===== src/rtl/sfu_pkg.sv =====
package sfu_pkg;

  typedef enum logic [2:0] {
    OP_ADD  = 3'd0,
    OP_SUB  = 3'd1,
    OP_RRC  = 3'd2,
    OP_RLC  = 3'd3,
    OP_AND  = 3'd4,
    OP_IOR  = 3'd5,
    OP_XOR  = 3'd6,
    OP_PASS = 3'd7
  } sfu_op_e;

  // bit positions inside the status byte
  localparam int unsigned BIT_C  = 0;
  localparam int unsigned BIT_DC = 1;
  localparam int unsigned BIT_Z  = 2;
  localparam int unsigned BIT_OV = 3;
  localparam int unsigned BIT_N  = 4;
  localparam int unsigned BIT_PD = 5;
  localparam int unsigned BIT_TO = 6;
  localparam int unsigned STAT_W = 8;
  localparam int unsigned WR_W   = 5;

  localparam logic [STAT_W-1:0] STAT_RESET = 8'h60;

  typedef struct packed {
    logic restore;   // bits 4:0 from shadow
    logic swWrite;   // bits 4:0 from software data
    logic aluLoad;   // flag update from ALU result
    logic updArith;  // C, DC, OV from adder
    logic updRot;    // C from shifted-out bit
    logic capture;   // shadow capture
    logic toSet;
    logic toClr;
    logic pdSet;
    logic pdClr;
  } sfu_strobe_t;

endpackage


===== src/rtl/sfu_ctrl.sv =====
module sfu_ctrl
  import sfu_pkg::*;
(
  input  logic [2:0]  aluOp,
  input  logic        flagUpdEn,
  input  logic        swWrEn,
  input  logic        clrWdt,
  input  logic        sleepCmd,
  input  logic        wdtTimeout,
  input  logic        irqEnter,
  input  logic        irqReturn,
  output sfu_strobe_t strobes
);

  sfu_op_e opCode;

  always_comb begin
    opCode = sfu_op_e'(aluOp);

    strobes          = '0;
    strobes.restore  = irqReturn;
    strobes.swWrite  = swWrEn && !irqReturn;
    strobes.aluLoad  = flagUpdEn && !swWrEn && !irqReturn;
    strobes.capture  = irqEnter;

    unique case (opCode)
      OP_ADD, OP_SUB: strobes.updArith = 1'b1;
      OP_RRC, OP_RLC: strobes.updRot   = 1'b1;
      default: begin
        strobes.updArith = 1'b0;
        strobes.updRot   = 1'b0;
      end
    endcase

    // power-management flags
    strobes.toClr = wdtTimeout;
    strobes.toSet = (clrWdt || sleepCmd) && !wdtTimeout;
    strobes.pdClr = sleepCmd;
    strobes.pdSet = clrWdt && !sleepCmd;
  end

endmodule


===== src/rtl/sfu_datapath.sv =====
module sfu_datapath
  import sfu_pkg::*;
#(
  parameter int unsigned DATA_W = 8,
  parameter int unsigned NIB_W  = 4
) (
  input  logic              clk,
  input  logic              rstN,
  input  logic [DATA_W-1:0] aluOpA,
  input  logic [DATA_W-1:0] aluOpB,
  input  logic [2:0]        aluOp,
  input  logic [STAT_W-1:0] swWrData,
  input  sfu_strobe_t       strobes,
  output logic [STAT_W-1:0] statusOut,
  output logic [STAT_W-1:0] shadowOut
);

  localparam int unsigned MSB = DATA_W - 1;

  logic [STAT_W-1:0] statReg;
  logic [STAT_W-1:0] shadowReg;

  logic [DATA_W-1:0] operandB;
  logic              carryIn;
  logic [DATA_W:0]   sumFull;
  logic [DATA_W-1:0] result;
  logic              carryOut;
  logic              nibCarry;
  logic              msbCarryIn;
  logic              rotCarry;
  logic              zeroFlag;
  logic              negFlag;
  logic [WR_W-1:0]   nextLow;

  // one adder serves add and subtract
  always_comb begin
    operandB = (aluOp == OP_SUB) ? ~aluOpB : aluOpB;
    carryIn  = (aluOp == OP_SUB);
    sumFull  = {1'b0, aluOpA} + {1'b0, operandB} + {{DATA_W{1'b0}}, carryIn};
    carryOut = sumFull[DATA_W];
    // carries recovered from sum bits and operand bits
    nibCarry   = sumFull[NIB_W] ^ aluOpA[NIB_W] ^ operandB[NIB_W];
    msbCarryIn = sumFull[MSB] ^ aluOpA[MSB] ^ operandB[MSB];
  end

  // result select for the zero and negative flags
  always_comb begin
    rotCarry = 1'b0;
    unique case (sfu_op_e'(aluOp))
      OP_ADD, OP_SUB: result = sumFull[DATA_W-1:0];
      OP_RRC: begin
        result   = {statReg[BIT_C], aluOpA[MSB:1]};
        rotCarry = aluOpA[0];
      end
      OP_RLC: begin
        result   = {aluOpA[MSB-1:0], statReg[BIT_C]};
        rotCarry = aluOpA[MSB];
      end
      OP_AND:  result = aluOpA & aluOpB;
      OP_IOR:  result = aluOpA | aluOpB;
      OP_XOR:  result = aluOpA ^ aluOpB;
      default: result = aluOpA;
    endcase
    zeroFlag = (result == '0);
    negFlag  = result[MSB];
  end

  // next value of the software-writable field
  always_comb begin
    nextLow = statReg[WR_W-1:0];
    if (strobes.restore) begin
      nextLow = shadowReg[WR_W-1:0];
    end else if (strobes.swWrite) begin
      nextLow = swWrData[WR_W-1:0];
    end else if (strobes.aluLoad) begin
      nextLow[BIT_Z] = zeroFlag;
      nextLow[BIT_N] = negFlag;
      if (strobes.updArith) begin
        nextLow[BIT_C]  = carryOut;
        nextLow[BIT_DC] = nibCarry;
        nextLow[BIT_OV] = msbCarryIn ^ carryOut;
      end else if (strobes.updRot) begin
        nextLow[BIT_C] = rotCarry;
      end
    end
  end

  always_ff @(posedge clk or negedge rstN) begin
    if (!rstN) begin
      statReg   <= STAT_RESET;
      shadowReg <= '0;
    end else begin
      statReg[WR_W-1:0] <= nextLow;
      statReg[STAT_W-1] <= 1'b0;
      if (strobes.toClr)      statReg[BIT_TO] <= 1'b0;
      else if (strobes.toSet) statReg[BIT_TO] <= 1'b1;
      if (strobes.pdClr)      statReg[BIT_PD] <= 1'b0;
      else if (strobes.pdSet) statReg[BIT_PD] <= 1'b1;
      if (strobes.capture)    shadowReg <= statReg;
    end
  end

  assign statusOut = statReg;
  assign shadowOut = shadowReg;

endmodule


===== src/rtl/status_flag_unit.sv =====
module status_flag_unit
  import sfu_pkg::*;
#(
  parameter int unsigned DATA_W = 8,
  parameter int unsigned NIB_W  = 4
) (
  input  logic              clk,
  input  logic              rstN,
  input  logic [DATA_W-1:0] aluOpA,
  input  logic [DATA_W-1:0] aluOpB,
  input  logic [2:0]        aluOp,
  input  logic              flagUpdEn,
  input  logic              swWrEn,
  input  logic [7:0]        swWrData,
  input  logic              clrWdt,
  input  logic              sleepCmd,
  input  logic              wdtTimeout,
  input  logic              irqEnter,
  input  logic              irqReturn,
  output logic [7:0]        statusOut,
  output logic [7:0]        shadowOut
);

  sfu_strobe_t strobes;

  sfu_ctrl ctrl_i (
    .aluOp      (aluOp),
    .flagUpdEn  (flagUpdEn),
    .swWrEn     (swWrEn),
    .clrWdt     (clrWdt),
    .sleepCmd   (sleepCmd),
    .wdtTimeout (wdtTimeout),
    .irqEnter   (irqEnter),
    .irqReturn  (irqReturn),
    .strobes    (strobes)
  );

  sfu_datapath #(
    .DATA_W (DATA_W),
    .NIB_W  (NIB_W)
  ) dp_i (
    .clk       (clk),
    .rstN      (rstN),
    .aluOpA    (aluOpA),
    .aluOpB    (aluOpB),
    .aluOp     (aluOp),
    .swWrData  (swWrData),
    .strobes   (strobes),
    .statusOut (statusOut),
    .shadowOut (shadowOut)
  );

endmodule


===== config.mk =====
export PLATFORM = sky130hd
export DESIGN_NAME = status_flag_unit
export DESIGN_NICKNAME = d
export VERILOG_FILES = /design/src/rtl/sfu_pkg.sv /design/src/rtl/sfu_ctrl.sv /design/src/rtl/sfu_datapath.sv /design/src/rtl/status_flag_unit.sv
export SDC_FILE = /design/constraint.sdc
export NUM_CORES = 1
export LEC_CHECK = 0
export ABC_AREA = 0
export BUFFER_PORTS_ARGS = -buffer_cell sky130_fd_sc_hd__buf_4
export CORE_MARGIN = 2
export CORE_UTILIZATION = 40
export CTS_CLUSTER_DIAMETER = 150
export CTS_CLUSTER_SIZE = 16
export DETAILED_ROUTE_END_ITERATION = 16
export GPL_TIMING_DRIVEN = 0
export PLACE_DENSITY = 0.68
export SLEW_MARGIN = 25
export SYNTH_ARGS = -nofsm -noshare
export SYNTH_HDL_FRONTEND = slang
export SYNTH_SLANG_ARGS = --single-unit

===== constraint.sdc =====
create_clock -name clk -period 1.9 [get_ports clk]
set_clock_uncertainty 0.2 [all_clocks]
set_input_delay 0.38 -clock clk [delete_from_list [all_inputs] [get_ports clk]]
set_output_delay 0.38 -clock clk [all_outputs]
set_load 0.005 [all_outputs]

==> flow_metrics.env <==
export IMPL_vias_per_cell=5.23
export IMPL_setup_violations=5
export IMPL_io_buffers=42
export IMPL_rows=24
export IMPL_numCtsBuffers=3
export IMPL_wirelength_um=4580
export IMPL_layout_drive_gt1_share_pct=40.4
export IMPL_rsz0062_at_grt="true"
export IMPL_fin_crit_ns=2.68
export IMPL_worst_path_max_fanout=10
export IMPL_htreeDepth=1
export IMPL_powerDensity_nw_per_um2=563
export IMPL_grt_max_degree=15
export IMPL_postSynthCellCount=200
export IMPL_dpl_cell_area_um2=2200
export IMPL_synth_async_sr_flop_share_pct=100
export IMPL_ys_warn_count=0
export IMPL_crit_required_ns=1.87
export IMPL_start_util_pct=40.9
export IMPL_io_pins=52
export IMPL_grt_pass1_vias=1663
export IMPL_fin_ws_ns=-0.781
export IMPL_holdWs_ns=0.0486
export IMPL_final_max_slew_viol_count=0
export IMPL_dpl_cell_count=295
export IMPL_cp_arrival_ns=2.65
export IMPL_yosys_register_bits=14
export IMPL_total_power_mw=1.42
export IMPL_fp_dieH_um=70.3
export IMPL_antenna_found_initial=0
export IMPL_diodes=0
export IMPL_die_w_um=70.3
export IMPL_synth_ff_type="dfrtp_1"
export IMPL_cts_tree="built"
export IMPL_dp_hpwl_um=3460
export IMPL_wl_per_cell_um=14.4
export IMPL_clkSinkCount=14
export IMPL_fin_cells=317
export IMPL_areaGrowthSynthToFinish_pct=43.3
export IMPL_final_hold_viol_count=0
export IMPL_violations="negative setup slack"
export IMPL_synthesis_area_um2=1760
export IMPL_ir_worst_vdd_v=0.000582
export IMPL_r2r_slack_ns=0.05
export IMPL_clk_pin_slew_worst_paths_ns=0.06
export IMPL_layout_nets=327
export IMPL_grt_total_usage_pct=18.9
export IMPL_critPathKind="in -> reg"
export IMPL_synth_edf_count=0
export IMPL_clock_fmax_mhz=373
export IMPL_leakage_nw=1.19
export IMPL_hp_class="in -> reg"
export IMPL_detail_route_antenna_nets=0
export IMPL_drc=0
export IMPL_status="finished, violations left"
export IMPL_tns_ns=-3.56
export IMPL_dieArea_um2=4940
export IMPL_yosysSeqAreaShare_pct=20.1
export IMPL_clock_path_buffers=2
export IMPL_insertion_delay_ns=0.24
export IMPL_cts_root_buf="clkbuf_8"
export IMPL_core_um2=4290
export IMPL_maxCapViolCount=0
export IMPL_first_pass_iters=4
export IMPL_dr_total_vias=1659
export IMPL_critPathLaunchType="primary input"
export IMPL_dr_first_iter_drc_count=110
export IMPL_final_area_um2=2520
export IMPL_syn_area_per_cell_um2=8.78
export IMPL_fin_crit_sh_pct=141
export IMPL_grt_overflow_total=0
export IMPL_ys_types=57
export IMPL_cp_end_kind="flip-flop"
export IMPL_gp_congestion=0.860
export IMPL_grt_first_pass_wirelength_um=7580
sequential cells by signal, indices dropped and copies added, names as in the netlist:
| signal | cells |
|---|---|
| dp_i.shadowOut | 7 |
| dp_i.statusOut | 7 |
placed cells by master (no fill, tap or decap), types with 5 or more instances in the layout:
master	synthesis	routed
buf_4	3	57
ha_1	24	19
inv_1	19	18
nor2_1	13	12
nand2_1	12	12
dfrtp_1	12	12
xnor2_1	10	8
a21oi_1	12	8
mux2_2	7	7
o21ai_0	7	6
a31oi_1	5	5
kinds of logic (layout without fill, tap and decap cells):
family | count (synthesis) | count (layout) | synth area share, %
other | 1 | 2 | 0.213
xor gates and xnor gates | 15 | 15 | 10.5
adders and majority gates | 25 | 25 | 18.2
AOI/OAI and AO/OA | 52 | 52 | 21.4
buffers and inverters | 30 | 94 | 7.62
muxes | 9 | 9 | 5.63
DFF | 14 | 14 | 20.1
and+or+nand+nor | 54 | 54 | 16.2
synth_stat cells, types with 3 or more instances:
cell	count	area (µm²)
nor2b_1	3	18.8
a21o_1	3	22.5
nand3_1	4	20.0
ha_1	24	300
nor3_1	4	20.0
clkbuf_1	4	15.0
mux2_2	7	78.8
nand2b_1	3	18.8
o21a_1	3	22.5
a31oi_1	5	31.3
buf_4	3	22.5
a211oi_1	5	37.5
inv_1	19	71.3
dfrtp_1	12	300
a21oi_1	12	60.1
nand2_1	12	45.0
nor2_1	13	48.8
o21ai_0	7	35.0
xnor2_1	10	87.6
layout make-up:
class / count / area (µm²)
repair buffers: 61 / 495
well taps: 52 / 65.1
plain buffers: 9 / 66.3
clock buffers: 4 / 55.1
multi-input cells: 157 / 1410
flip-flops and latches: 14 / 353
fillers: 403 / 1780
inverters: 20 / 75.1
per-layer routing:
metal | global-route usage (%) | share of wire [%] | up-vias
met5 | 0 | 0 | -
met4 | 5.77 | 1.2 | 0
met3 | 2.60 | 5.3 | 8
met2 | 31.4 | 48 | 53
met1 | 25.5 | 45 | 759
li1 | - | - | 839
through the flow:
| stage | setup WS [ns] | utilization [%] |
|---|---|---|
| final | -0.781 | 58.6 |
| after global routing | -0.922 | 58.6 |
| after CTS | -0.791 | 57.1 |
| after detailed placement | -1.37 | 51.3 |
| after global placement | -1.37 | 51.3 |
| after floorplan | -0.833 | - |
where the power goes:
part           internal (mW)  switching, mW  leakage [nW]
logic                  0.407          0.324         0.994
registers              0.356         0.0469         0.167
clock network          0.183         0.0989        0.0288
timing repair:
action | CTS | global route
endpoints found under the hold margin | 14 | 0
pin swaps | 13 | 23
setup buffers | 11 | 7
gates resized for setup | 17 | 9
endpoints found under the setup margin | 5 | 5
hold buffers | 1 | 0
worst max-delay path, stage by stage:
cell and delay (ns):
buf_8 0.10, buf_6 0.14, nor4b_4 0.35, a21oi_2 0.08
fa_2 0.39, nor2b_4 0.16, o21a_1 0.14, nor2_2 0.06
xnor2_2 0.21, xnor3_1 0.26, a211o_1 0.28, a2bb2oi_2 0.12
path summary, 6_finish.rpt:
| kind | cells past startpoint | endpoint | startpoint |
|---|---|---|---|
| min reg2reg | 2 | dp_i.statusOut[5]$_DFFE_PN1P_ | dp_i.statusOut[5]$_DFFE_PN1P_ |
| max reg2reg | 6 | dp_i.statusOut[2]$_DFFE_PN0P_ | dp_i.statusOut[0]$_DFFE_PN0P_ |
| max in group asynchronous | 2 | dp_i.statusOut[5]$_DFFE_PN1P_ | rstN |
| min | 2 | dp_i.statusOut[6]$_DFFE_PN1P_ | wdtTimeout |
| max | 12 | dp_i.statusOut[1]$_DFFE_PN0P_ | aluOp[1] |
| min in group asynchronous | 2 | dp_i.shadowOut[1]$_DFFE_PN0P_ | rstN |
(Power assumes the default switching activity.)
